### src/rtl/dptr_pkg.sv
package dptr_pkg;
   typedef enum logic [1:0] {
      AUX_NOP = 2'd0,
      AUX_INC = 2'd1,
      AUX_OR  = 2'd2,
      AUX_AND = 2'd3
   } aux_op_e;

   localparam int SEL_BIT  = 0;
   localparam int ZERO_BIT = 1;
endpackage

### src/rtl/dptr_word.sv
module dptr_word #(
   parameter int DW        = 8,
   parameter bit SPLIT_INC = 1'b1
) (
   input  logic            clk,
   input  logic            rst_n,
   input  logic            ld,
   input  logic [2*DW-1:0] ld_val,
   input  logic            inc,
   input  logic            wr_lo,
   input  logic            wr_hi,
   input  logic [DW-1:0]   wdata,
   output logic [2*DW-1:0] q
);
   localparam int PW = 2 * DW;

   logic [PW-1:0] inc_val;

   generate
      if (SPLIT_INC) begin : g_split
         logic [DW:0]   lo_sum;
         logic [DW-1:0] hi_sum;
         always_comb begin
            lo_sum  = {1'b0, q[DW-1:0]} + (DW+1)'(1);
            hi_sum  = q[PW-1:DW] + DW'(lo_sum[DW]);
            inc_val = {hi_sum, lo_sum[DW-1:0]};
         end
      end else begin : g_flat
         always_comb inc_val = q + PW'(1);
      end
   endgenerate

   always_ff @(posedge clk or negedge rst_n) begin
      if (!rst_n) begin
         q <= '0;
      end else if (ld) begin
         q <= ld_val;
      end else if (inc) begin
         q <= inc_val;
      end else begin
         if (wr_lo) q[DW-1:0]  <= wdata;
         if (wr_hi) q[PW-1:DW] <= wdata;
      end
   end
endmodule

### src/rtl/dptr_aux.sv
module dptr_aux
   import dptr_pkg::*;
#(
   parameter int DW = 8
) (
   input  logic          clk,
   input  logic          rst_n,
   input  logic [1:0]    op,
   input  logic [DW-1:0] opnd,
   input  logic          wr,
   input  logic [DW-1:0] wdata,
   output logic [DW-1:0] q
);
   localparam logic [DW-1:0] KEEP_MASK = ~(DW'(1) << ZERO_BIT);

   aux_op_e       op_e;
   logic [DW-1:0] nxt;

   assign op_e = aux_op_e'(op);

   always_comb begin
      unique case (op_e)
         AUX_INC: nxt = q + DW'(1);
         AUX_OR:  nxt = q | opnd;
         AUX_AND: nxt = q & opnd;
         default: nxt = wr ? wdata : q;
      endcase
   end

   always_ff @(posedge clk or negedge rst_n) begin
      if (!rst_n) q <= '0;
      else        q <= nxt & KEEP_MASK;
   end
endmodule

### src/rtl/dptr_pair.sv
module dptr_pair
   import dptr_pkg::*;
#(
   parameter int             DW        = 8,
   parameter int             AW        = 8,
   parameter logic [AW-1:0]  ADDR_LO   = 8'h82,
   parameter logic [AW-1:0]  ADDR_HI   = 8'h83,
   parameter logic [AW-1:0]  ADDR_AUX  = 8'hA2,
   parameter bit             SPLIT_INC = 1'b1
) (
   input  logic            clk,
   input  logic            rst_n,
   input  logic            ptr_ld,
   input  logic [2*DW-1:0] ptr_ld_val,
   input  logic            ptr_inc,
   input  logic [1:0]      aux_op,
   input  logic [DW-1:0]   aux_opnd,
   input  logic [AW-1:0]   sfr_addr,
   input  logic            sfr_wr,
   input  logic [DW-1:0]   sfr_wdata,
   output logic [DW-1:0]   sfr_rdata,
   output logic [2*DW-1:0] xaddr
);
   localparam int PW    = 2 * DW;
   localparam int N_PTR = 2;

   generate
      if (DW < 2) begin : g_bad_dw
         $error("dptr_pair: DW must be at least 2");
      end
      if (ADDR_LO == ADDR_HI || ADDR_LO == ADDR_AUX || ADDR_HI == ADDR_AUX) begin : g_bad_addr
         $error("dptr_pair: SFR addresses must be distinct");
      end
   endgenerate

   logic [N_PTR-1:0][PW-1:0] ptr_q;
   logic [DW-1:0]            aux_q;
   logic                     sel;
   logic                     hit_lo, hit_hi, hit_aux;

   assign sel     = aux_q[SEL_BIT];
   assign hit_lo  = (sfr_addr == ADDR_LO);
   assign hit_hi  = (sfr_addr == ADDR_HI);
   assign hit_aux = (sfr_addr == ADDR_AUX);

   generate
      for (genvar i = 0; i < N_PTR; i++) begin : g_ptr
         logic mine;
         assign mine = (sel == 1'(i));
         dptr_word #(.DW(DW), .SPLIT_INC(SPLIT_INC)) u_word (
            .clk    (clk),
            .rst_n  (rst_n),
            .ld     (ptr_ld & mine),
            .ld_val (ptr_ld_val),
            .inc    (ptr_inc & mine),
            .wr_lo  (sfr_wr & hit_lo & mine),
            .wr_hi  (sfr_wr & hit_hi & mine),
            .wdata  (sfr_wdata),
            .q      (ptr_q[i])
         );
      end
   endgenerate

   dptr_aux #(.DW(DW)) u_aux (
      .clk   (clk),
      .rst_n (rst_n),
      .op    (aux_op),
      .opnd  (aux_opnd),
      .wr    (sfr_wr & hit_aux),
      .wdata (sfr_wdata),
      .q     (aux_q)
   );

   assign xaddr = ptr_q[sel];

   always_comb begin
      if (hit_lo)       sfr_rdata = xaddr[DW-1:0];
      else if (hit_hi)  sfr_rdata = xaddr[PW-1:DW];
      else if (hit_aux) sfr_rdata = aux_q;
      else              sfr_rdata = '0;
   end
endmodule

### config.mk
export PLATFORM = sky130hd
export DESIGN_NAME = dptr_pair
export DESIGN_NICKNAME = d
export VERILOG_FILES = /design/src/rtl/dptr_pkg.sv /design/src/rtl/dptr_word.sv /design/src/rtl/dptr_aux.sv /design/src/rtl/dptr_pair.sv
export SDC_FILE = /design/constraint.sdc
export NUM_CORES = 1
export LEC_CHECK = 0
export BUFFER_PORTS_ARGS = -buffer_cell sky130_fd_sc_hd__buf_4
export CORE_AREA = 2 2 89 82
export DETAILED_ROUTE_END_ITERATION = 16
export DIE_AREA = 0 0 91 84
export PLACE_DENSITY_LB_ADDON = 0.25
export RECOVER_POWER = 25
export SLEW_MARGIN = 0
export SYNTH_ARGS = -nofsm -noshare
export SYNTH_HDL_FRONTEND = slang
export SYNTH_HIERARCHICAL = 1
export SYNTH_SLANG_ARGS = --single-unit
### constraint.sdc
create_clock -name clk -period 2.1 [get_ports clk]
set_input_delay 0.315 -clock clk [delete_from_list [all_inputs] [get_ports clk]]
set_output_delay 0.315 -clock clk [all_outputs]
set_load 0.01 [all_outputs]
# Word-level counts from Yosys, hierarchy flattened
# Cells that the tools add are included.
[totals]
inputBits = 47
out_inout_bits = 24
reg_bits = 39
wordCells = 51
[op_classes]
eq_ne = 6
muxes = 15
n_lt_le_gt_ge = 1
add_sub_neg = 5
reduce_logical = 5
n_bitwise = 14
[op_table]
columns = ["op", "count"]
rows = [
  ["$mux 16", 6],
  ["$mux 8", 8],
  ["$eq 8x8->1 const B", 3],
  ["$pmux 8 s3", 1],
  ["$add 8x1->9 const B", 2],
  ["$add 8x1->8", 2],
  ["$reduce_bool 3->1", 4],
  ["$and 1x1->1", 11],
  ["$add 8x1->8 const B", 1],
  ["$and 8x8->8", 1],
  ["$or 8x8->8", 1],
  ["$eq 2x2->1 const B", 2],
  ["$reduce_bool 4->1", 1],
  ["$eq 2x1->1 const B", 1],
  ["$lt 1x2->1 const B", 1],
  ["$not 1->1", 1],
]

# Logic depth before layout (Yosys ltp)
# Gate-level depths: netlist (run 1).
[logic_depth]
ltp_word = 6
depth_mapped = 9

# Cells and area by module
# Netlist (run 1), hierarchy kept.
[modules_own_cells]
columns = ["module", "instances", "area_per_inst_um2", "cells_per_inst"]
rows = [
  ["dptr_word", 2, 1129.8, 131],
  ["dptr_pair", 1, 568.0, 70],
  ["dptr_aux", 1, 430.4, 45],
]

# Least setup slack after synthesis (run 1)
# No wires, ideal clock.
[synth_path]
path_type = "register to register"
from = "register g_ptr[1].u_word.q[0]"
to = "register g_ptr[1].u_word.q[12]"
stages_incl_launch_ff = 10
required_ps = 1982
setup_ps = 118
setup_slack_ps = 74
t_arrival_ps = 1908
path_cell_list = "dfrtp_1 ha_1 and4_1 and4_1 ha_1 ha_1 nand3_1 xor2_1 a211oi_1 a21o_1"
[synth_via]
elab_chain_cells = 4
[synth_lines]
columns = ["element", "line", "source"]
rows = [
  ["start, declared", "dptr_word.sv:13", "output logic [2*DW-1:0] q"],
  ["start signal, assigned", "dptr_word.sv:37", "q <= ld_val;"],
  ["start signal, assigned", "dptr_word.sv:39", "q <= inc_val;"],
  ["start signal, assigned by index", "dptr_word.sv:41", "if (wr_lo) q[DW-1:0] <= wdata;"],
  ["$add 8x1->9", "dptr_word.sv:24", "lo_sum = {1'b0, q[DW-1:0]} + (DW+1)'(1);"],
  ["$add 8x1->8", "dptr_word.sv:25", "hi_sum = q[PW-1:DW] + DW'(lo_sum[DW]);"],
  ["$mux 16", "dptr_word.sv:38", "end else if (inc) begin"],
  ["$mux 16", "dptr_word.sv:36", "end else if (ld) begin"],
]
# No other way between the ends.
# A chain may end at the register's enable or synchronous reset.

# Final worst setup path (run 1)
[layout_path]
from = "register u_aux.q[0]"
to = "output sfr_rdata[2]"
[layout_via]
elab_chain_cells = 4
[layout_lines]
columns = ["element", "line", "source"]
rows = [
  ["start, declared", "dptr_aux.sv:12", "output logic [DW-1:0] q"],
  ["start signal, assigned", "dptr_aux.sv:32", "else q <= nxt & KEEP_MASK;"],
  ["$mux 16 (not written as such) * (2 in series)", "dptr_pair.sv:74", "assign xaddr = ptr_q[sel];"],
  ["$mux 8", "dptr_pair.sv:78", "else if (hit_hi) sfr_rdata = xaddr[PW-1:DW];"],
  ["$mux 8 *", "dptr_pair.sv:77", "if (hit_lo) sfr_rdata = xaddr[DW-1:0];"],
  ["end, declared", "dptr_pair.sv:21", "output logic [DW-1:0] sfr_rdata,"],
]
# Every way passes the cells marked *; elsewhere a longest branch is shown, timed or not. The select of a mux whose other input is x is not followed.

==> results of run 1 <==
## stage by stage
step	TNS, ns	area [um2]	instances	hold slack, ns
final	0	4210	559	0.194
after global routing	-0.0309	4210	559	0.227
after CTS	0	4130	555	0.00837
after detailed placement	-0.0273	4020	547	0.342
after global placement	0	4020	547	0.331
after floorplan	0	3260	377	0.0194
## cell usage in the layout, fill, tap and decap left out, types with 3 or more instances in the layout
cell / instances
a211oi_1: 14
nand3_1: 12
a21oi_1: 17
xor2_1: 10
nor3_2: 3
mux2_2: 14
a222oi_1: 6
a22oi_1: 4
mux2_4: 4
xnor2_1: 6
ha_2: 3
a21o_1: 4
o22ai_1: 8
o21ai_0: 22
nor3_1: 6
nor2b_1: 8
nor2_1: 10
a221oi_1: 8
o211ai_2: 4
inv_1: 21
clkbuf_8: 7
o211ai_1: 6
o21ai_1: 4
and3_1: 6
mux2i_1: 14
dfrtp_1: 38
nand2b_1: 15
buf_4: 103
and2_1: 4
nand2_1: 39
## flip-flops by register name, summed over array words and instances, names as in the netlist
| signal | cells |
|---|---|
| u_aux/q | 7 |
| g_ptr.u_word/q | 32 |
## timing repair
action | CTS | global route
pin swaps | 1 | 6
setup buffers | 0 | 5
hold buffers | 0 | 0
setup endpoints to repair | 5 | 16
resized for setup | 3 | 12
## routing by layer
metal	up-vias	global-route usage (%)
met3	26	4.88
li1	1565	-
met4	0	8.82
met1	1619	37.2
met5	-	0
met2	161	43.2
## worst max-delay path, cell delays in order (launching register included)
cell and delay, ns:
dfrtp_2 0.44, buf_4 0.15, buf_4 0.15, mux2_2 0.26
nand2_1 0.07, a21oi_1 0.22, buf_4 0.15
## layout make-up
type	count	share of cell area (%)
multi-input combinational	289	50.0
inverter	24	2.26
timing repair buffer	106	19.3
clock buffer	8	2.38
sequential	39	23.2
tap	93	2.77
## kinds of logic after synthesis
logic type / share of synthesized area, %
buf+inv: 7.49
simple gates: 20.1
compound gates: 24.4
mux: 11.0
other cells: 0.115
fa+ha+maj: 2.65
flops: 30.0
xor+xnor: 4.30
## power groups by stage
| stage | sequential (mW) | clock, mW | combinational (mW) |
|---|---|---|---|
| 3_5_place_dp | 1.22 | 0 | 1.66 |
| 2_1_floorplan | 1.19 | 0 | 0.980 |
| 6_report | 1.23 | 0.586 | 1.75 |
| 3_3_place_gp | 1.21 | 0 | 1.64 |
| 4_1_cts | 1.21 | 0.594 | 1.67 |
| 5_1_grt | 1.25 | 0.617 | 1.89 |
## how the worst min path moves through the flow
stage	from	end	cells after the start
after floorplan	rst_n	g_ptr[0].u_word/q[0]$_DFFE_PN0P_	0
after global placement	rst_n	g_ptr[1].u_word/q[3]$_DFFE_PN0P_	1
after detailed placement	rst_n	g_ptr[1].u_word/q[3]$_DFFE_PN0P_	1
after CTS	rst_n	g_ptr[1].u_word/q[3]$_DFFE_PN0P_	1
after global routing	ptr_ld_val[11]	g_ptr[0].u_word/q[11]$_DFFE_PN0P_	2
final	rst_n	g_ptr[1].u_word/q[2]$_DFFE_PN0P_	1
==> results_tabular.tex, run 1 <==
\begin{tabular}{lr}
\hline
Metric & Value \\
\hline
\multicolumn{2}{l}{\textbf{Critical path}} \\
\quad Register-to-register setup slack & 0.08 ns \\
\quad Terminus of the critical flop-to-flop path & g\_ptr[0].u\_word/q[14]\$\_DFFE\_PN0P\_ \\
\quad Setup crit start & u\_aux/q[0]\$\_DFFE\_PN0P\_ \\
\quad Startpoint class of the critical path & flop \\
\quad Worst reg2reg path depth & 8 \\
\quad Crit path required time & 1.78 ns \\
\quad CP Max Fanout & 3 \\
\quad Startpoint of the worst register-to-register path & g\_ptr[0].u\_word/q[0]\$\_DFFE\_PN0P\_ \\
\quad WS Path Type & reg2out \\
\quad Arrival time reported for the critical path endpoint & 1.74 ns \\
\quad Crit. End Element & primary output \\
\quad Endpoint of the most critical setup path & sfr\_rdata[2] \\
\multicolumn{2}{l}{\textbf{Power}} \\
\quad Clock power share & 16.4\% \\
\quad Fraction of power consumed by combinational cells & $\sim$49\% \\
\quad Switching share of power & roughly two fifths \\
\quad Register share of total power & 34.4\% \\
\quad Total power divided by cell area & 848 mW/mm2 \\
\quad Net switching component of the power & 1.43 mW \\
\quad Cell leakage power & between 1.5 and 2 nW \\
\quad Internal power consumption & 2.14 mW \\
\quad Total Power & 3.57 mW \\
\quad VDD IR max & 0.418 mV \\
\multicolumn{2}{l}{\textbf{Yosys}} \\
\quad Share of flip-flops with an asynchronous set or reset after synthesis & 100\% \\
\quad Flip-flop cell with the highest count after synthesis & dfrtp\_1 \\
\quad Sequential cell area fraction in the yosys report & 30.0\% \\
\quad Most frequent cells after synthesis & 39 x dfrtp\_1, 39 x nand2\_1, 22 x o21ai\_0 \\
\quad Most area-consuming cells after synthesis & dfrtp\_1 30\%, mux2\_2 4.8\%, nand2\_1 4.5\% \\
\quad Avg Cell Area, Syn & 8.64 um2 \\
\quad Number of warnings printed during yosys synthesis & 6 \\
\quad Number of flops mapped to enable cells by yosys & 0 \\
\quad \#FFs+latches synth & 39 \\
\quad Number of distinct library cells after synthesis & between 50 and 60 \\
\quad Netlist area before placement & about 0.0033 mm2 \\
\quad Proportion of netlist area held by the largest area contributor & 30.0\% \\
\quad Synthesized net count & 430 \\
\quad Mapped Cells & 377 \\
\quad Cell type with the highest aggregate area in the netlist & dfrtp\_1 \\
\multicolumn{2}{l}{\textbf{Finish}} \\
\quad Count of inserted antenna diode cells & 0 \\
\quad Layout Nets & 518 \\
\quad Count of fill cells added during filler insertion & about 620 \\
\quad Sequential standard cell area & 977 um2 \\
\quad Share of final-layout standard cells stronger than drive strength 1 & 34.8\% \\
\quad Area of the multi-input gates & 0.00210 mm2 \\
\quad Utilization of the core after routing & roughly three fifths \\
\quad Synthesis-to-layout area growth & 29.1\% \\
\multicolumn{2}{l}{\textbf{Route}} \\
\quad Detailed-router iteration count before antenna repair & 6 \\
\quad Initial detailed-routing violation count & between 400 and 500 \\
\quad Number of DRC violations after detailed routing & 0 \\
\quad Avg Vias per Cell & 6.03 \\
\quad Routed wire length & 10.4 mm \\
\quad Routed via count & 3371 \\
\quad Routed wire length per instance & 18.6 um \\
\quad Routed Antenna Nets & 0 \\
\quad Met2 Wirelength & 4.79 mm \\
\quad Met1 layer wirelength in the final routing & about 4.5 mm \\
\quad Detailed route wirelength on metal3 & 860 um \\
\quad Highest routed metal layer & met4 \\
\multicolumn{2}{l}{\textbf{Floorplan}} \\
\quad Die Span X & 91 um \\
\quad Initial core utilization & a little under half \\
\quad Die outline area & between 0.007 and 0.008 mm2 \\
\quad Number of placed I/O pins & 71 \\
\quad Vert. Die Dim & 84 um \\
\quad Rows & 29 \\
\quad Core area & 0.00682 mm2 \\
\multicolumn{2}{l}{\textbf{Clock network}} \\
\quad Total number of H-tree levels & 2 \\
\quad CTS root buf & clkbuf\_8 \\
\quad Register clock-pin slew on the reported worst setup and hold paths & 0.08 ns \\
\quad Number of clock sinks & 39 \\
\quad Latest clock arrival within the worst-skew pair & 0.30 ns \\
\quad CTS tree & built \\
\quad TritonCTS Buffers & 5 \\
\quad Number of buffers on the longest clock path & 2 \\
\multicolumn{2}{l}{\textbf{Placement}} \\
\quad HPWL after detailed placement & 7.68 mm \\
\quad Port bufs & 69 \\
\quad Global placement routability congestion & 0.947 \\
\quad Setup Slack @ Placement & -0.0273 ns \\
\multicolumn{2}{l}{\textbf{Timing}} \\
\quad Final critical-path share of the clock period & between 90\% and 100\% \\
\quad Unrepaired setup endpoints after global routing & true \\
\quad Slew Limit Fails & 0 \\
\quad Final Hold Fails & 0 \\
\quad Setup violators final & 0 \\
\quad Transition time at the pin with the least slew margin & 1.05 ns \\
\quad Setup skew after layout & 0.00710 ns \\
\quad Worst slew margin relative to its limit & just under 30\% \\
\quad Highest Clock Rate & between 0.4 and 0.5 GHz \\
\quad Shortest clock period the worst path allows after layout & between 2 and 2.5 ns \\
\quad Worst Slack Setup Final & 0.0475 ns \\
\multicolumn{2}{l}{\textbf{Global route}} \\
\quad Number of global-route vias before repair & between 3000 and 4000 \\
\quad Total track usage & 27.1\% \\
\quad First-pass GRT wire length & 16.3 mm \\
\quad Sum of overflow across all layers after global routing & 0 \\
\quad Antenna violations before repair & 0 \\
\quad Pin count of the biggest net entering global routing & 40 \\
\multicolumn{2}{l}{\textbf{Outcome}} \\
\quad Result of the run & complete, no violations \\
\multicolumn{2}{l}{\textbf{Job}} \\
\quad Max Cap Viol & 0 \\
\multicolumn{2}{l}{\textbf{Worst hold path}} \\
\quad Hold/Removal Path Class & in2async \\
\hline
\end{tabular}
Note: power is estimated with default switching activity, not from simulation.
==> inputs of run 2 (changes only) <==
--- a/config.mk
+++ b/config.mk
@@ -6,13 +6,12 @@
 export NUM_CORES = 1
 export LEC_CHECK = 0
 export BUFFER_PORTS_ARGS = -buffer_cell sky130_fd_sc_hd__buf_4
-export CORE_AREA = 2 2 89 82
+export CORE_AREA = 2 2 90 83
 export DETAILED_ROUTE_END_ITERATION = 16
-export DIE_AREA = 0 0 91 84
+export DIE_AREA = 0 0 92 85
 export PLACE_DENSITY_LB_ADDON = 0.25
 export RECOVER_POWER = 25
 export SLEW_MARGIN = 0
 export SYNTH_ARGS = -nofsm -noshare
 export SYNTH_HDL_FRONTEND = slang
-export SYNTH_HIERARCHICAL = 1
 export SYNTH_SLANG_ARGS = --single-unit
==> run 2 against run 1 <==
Compared with the run above:
- die area is 2.3% higher
- area after synthesis grew 3.0%
- via count rose by 9.3%
- combinational power is 21% higher
- cell area is 1.8% higher
- clock power down 1%
- utilization rose by 0.46 points
- non-clock buffer count unchanged
==> results_tabular.tex, run 2 <==
\begin{tabular}{lr}
\hline
Metric & Value \\
\hline
\multicolumn{2}{l}{\textbf{Timing}} \\
\quad Fin Setup TNS & 0 ns \\
\quad Highest Clock Rate & 0.482 GHz \\
\quad Worst hold slack & 0.186 ns \\
\quad Worst slew margin relative to its limit & 31.2\% \\
\quad Final Hold Fails & 0 \\
\quad Slew Limit Fails & 0 \\
\quad Unrepaired setup endpoints after global routing & true \\
\quad Setup violators final & 0 \\
\quad Setup skew after layout & 0.00340 ns \\
\quad Worst Slack Setup Final & 0.0237 ns \\
\quad Final critical-path share of the clock period & between 90\% and 100\% \\
\quad Shortest clock period the worst path allows after layout & around 2.1 ns \\
\quad Transition time at the pin with the least slew margin & 1.03 ns \\
\multicolumn{2}{l}{\textbf{Route}} \\
\quad Initial detailed-routing violation count & 254 \\
\quad Number of DRC violations after detailed routing & 0 \\
\quad Routed via count & 3685 \\
\quad Detailed-router iteration count before antenna repair & 5 \\
\quad Avg Vias per Cell & 6.32 \\
\quad Routed wire length per instance & between 15 and 20 um \\
\quad Routed Antenna Nets & 0 \\
\quad Routed wire length & 11.4 mm \\
\multicolumn{2}{l}{\textbf{Yosys}} \\
\quad Synth Area in Compound Gates & 31.2\% \\
\quad Most instantiated library cell after synthesis & nand2\_1 \\
\quad Synthesized-area fraction occupied by and/or/nand/nor cells & 22.6\% \\
\quad Netlist area before placement & 0.00336 mm2 \\
\quad Number of flops mapped to enable cells by yosys & 0 \\
\quad Synthesized net count & $\sim$460 \\
\quad Adder and majority cell fraction of the synthesized area & between 2 and 3\% \\
\quad Number of warnings printed during yosys synthesis & 0 \\
\quad Number of distinct library cells after synthesis & 56 \\
\quad Flip-flop cell with the highest count after synthesis & dfrtp\_1 \\
\quad \#FFs+latches synth & 39 \\
\quad XOR/XNOR Fraction of Synth Area & 0.261\% \\
\quad Sequential cell area fraction in the yosys report & 29.1\% \\
\quad Cell type with the highest aggregate area in the netlist & dfrtp\_1 \\
\quad Avg Cell Area, Syn & about 8.3 um2 \\
\quad Most area-consuming cells after synthesis & dfrtp\_1 29\%, mux2\_2 7.4\%, nand2\_1 6.3\% \\
\quad Most frequent cells after synthesis & 56 x nand2\_1, 39 x dfrtp\_1, 28 x o21ai\_0 \\
\quad Proportion of netlist area held by the largest area contributor & 29.1\% \\
\quad Dominant combinational cell family by area after synthesis & compound AO/OA/AOI/OAI gates \\
\quad Mapped Cells & between 400 and 500 \\
\quad Multiplexer share of the synthesized area & 7.98\% \\
\quad Share of flip-flops with an asynchronous set or reset after synthesis & 100\% \\
\multicolumn{2}{l}{\textbf{Clock network}} \\
\quad Register clock-pin slew on the reported worst setup and hold paths & 0.08 ns \\
\quad Number of clock sinks & 39 \\
\quad CTS root buf & clkbuf\_8 \\
\quad Latest clock arrival within the worst-skew pair & 0.30 ns \\
\quad Total number of H-tree levels & 2 \\
\quad Hold\_buf cts & 0 \\
\quad Number of buffers on the longest clock path & 2 \\
\quad TritonCTS Buffers & 5 \\
\quad CTS tree & built \\
\multicolumn{2}{l}{\textbf{Global route}} \\
\quad Pin count of the biggest net entering global routing & 40 \\
\quad Number of global-route vias before repair & 3464 \\
\quad Antenna violations before repair & 0 \\
\quad Sum of overflow across all layers after global routing & 0 \\
\quad Total track usage & 29.5\% \\
\quad First-pass GRT wire length & 18.0 mm \\
\multicolumn{2}{l}{\textbf{Critical path}} \\
\quad Startpoint of the worst register-to-register path & u\_aux.q[0]\$\_DFFE\_PN0P\_ \\
\quad Series of cell instances along the critical path & buf\_6 > mux2\_4 > mux2\_2 > a22oi\_2 > nor2\_1 > buf\_4 \\
\quad Delay of the slowest critical-path stage & 0.45 ns \\
\quad Cell type of the slowest stage on the worst timing path & dfrtp\_2 \\
\quad Setup crit start & u\_aux.q[0]\$\_DFFE\_PN0P\_ \\
\quad Arrival time reported for the critical path endpoint & 1.76 ns \\
\quad Register-to-register setup slack & 0.07 ns \\
\quad CP Max Fanout & 3 \\
\quad Crit path required time & 1.78 ns \\
\quad Crit. End Element & primary output \\
\quad Startpoint class of the critical path & flop \\
\quad WS Path Type & reg2out \\
\multicolumn{2}{l}{\textbf{Power}} \\
\quad Cell leakage power & 1.75 nW \\
\quad VDD IR max & 0.518 mV \\
\quad Total Power & 3.96 mW \\
\quad Total power divided by cell area & 925 mW/mm2 \\
\multicolumn{2}{l}{\textbf{Finish}} \\
\quad Area of the multi-input gates & 0.00223 mm2 \\
\quad Sequential standard cell area & 977 um2 \\
\quad Most common cell after layout, fill and taps aside & buf\_4 \\
\quad Layout Nets & 542 \\
\quad Synthesis-to-layout area growth & 27.6\% \\
\quad Largest registers ranked by flip-flop count & g\_ptr.u\_word.q (32), u\_aux.q (7) \\
\quad Share of final-layout standard cells stronger than drive strength 1 & 32.4\% \\
\quad Most used cells in the layout excluding fill and tap cells & 101 x buf\_4, 56 x nand2\_1, 38 x dfrtp\_1 \\
\quad Fin cells & approximately 580 \\
\quad Number of flip-flops under the largest register name & 32 \\
\quad Count of fill cells added during filler insertion & 637 \\
\quad Layout Cell Area excl Fill & 0.00428 mm2 \\
\quad Register with the most flip-flops & g\_ptr.u\_word.q \\
\quad Utilization of the core after routing & 62.1\% \\
\quad Count of inserted antenna diode cells & 0 \\
\multicolumn{2}{l}{\textbf{Floorplan}} \\
\quad Core area & 0.00689 mm2 \\
\quad Die Span X & 92 um \\
\quad Initial core utilization & 48.7\% \\
\quad Vert. Die Dim & 85 um \\
\quad Rows & 29 \\
\quad Number of placed I/O pins & just over 70 \\
\quad Die outline area & 0.00782 mm2 \\
\multicolumn{2}{l}{\textbf{Placement}} \\
\quad \# placed instances & 571 \\
\quad HPWL after detailed placement & 8.62 mm \\
\quad Setup Slack @ Placement & 0.0199 ns \\
\quad Global placement routability congestion & 0.936 \\
\quad Post-placement cell area & 0.00407 mm2 \\
\quad Port bufs & 69 \\
\multicolumn{2}{l}{\textbf{Outcome}} \\
\quad Result of the run & complete, no violations \\
\multicolumn{2}{l}{\textbf{Worst hold path}} \\
\quad Hold/Removal Path Class & in2async \\
\multicolumn{2}{l}{\textbf{Job}} \\
\quad Max Cap Viol & 0 \\
\hline
\end{tabular}
-- run 2: cell count changes in the layout (fill, tap and decap cells not counted), moves of 8 or more --
cell / before / now
or3_1: 0 / 10
mux2i_1: 14 / 2
a211oi_1: 14 / 6
nand2_1: 39 / 56
a21boi_0: 0 / 8
a221oi_1: 8 / 0
a31oi_1: 2 / 22
xor2_1: 10 / 1
nor2_1: 10 / 18
inv_1: 21 / 7
-- run 2: where the power goes --
group / switching [mW] / internal, mW
combinational: 1.08 / 1.03
sequential: 0.273 / 1.00
clock: 0.279 / 0.300
total: 1.63 / 2.33
-- run 2: repair_timing --
| item | in CTS | in global routing |
|---|---|---|
| pin swaps | 0 | 5 |
| gates resized for setup | 6 | 14 |
| endpoints found under the setup margin | 8 | 7 |
| setup buffers | 2 | 2 |
-- run 2: cells by family after synthesis --
| logic type | Yosys count |
|---|---|
| AO/OA/AOI/OAI | 148 |
| XOR/XNOR | 1 |
| adder cells (fa/ha/maj) | 7 |
| buffers and inverters | 34 |
| flip-flops | 39 |
| multiplexers | 24 |
| AND/OR/NAND/NOR | 150 |
-- run 2: final timing paths --
kind / end / cells past startpoint
max: sfr_rdata[0] / 6
min: g_ptr[1].u_word.q[0]$_DFFE_PN0P_ / 1
max reg2reg: g_ptr[0].u_word.q[1]$_DFFE_PN0P_ / 5
min reg2reg: g_ptr[0].u_word.q[5]$_DFFE_PN0P_ / 2
max in group asynchronous: u_aux.q[0]$_DFFE_PN0P_ / 1
min in group clk: g_ptr[1].u_word.q[13]$_DFFE_PN0P_ / 3
-- run 2: cell type report --
class                      instances  share of cell area, %
clock buffer                       8                   2.34
inverter                           7                  0.613
multi-input combinational        330                   52.0
sequential                        39                   22.8
tap                               93                   2.72
timing repair buffer             106                   19.5
-- run 2: layer usage --
metal	global-route usage (%)	share of wire [%]	up-vias	wire, um
met5	0	0	-	0
met3	6.75	9.2	30	1060
met1	41.3	42	1750	4830
met2	44.2	45	192	5100
li1	-	-	1713	-
met4	12.2	3.9	0	442
-- run 2: worst max-delay path: cells and delay by family, from the launching register on --
| family | cells | cell delay [ns] |
|---|---|---|
| mux | 2 | 0.57 |
| compound gates | 1 | 0.11 |
| buf+inv | 2 | 0.27 |
| flops | 1 | 0.45 |
| simple gates | 1 | 0.06 |
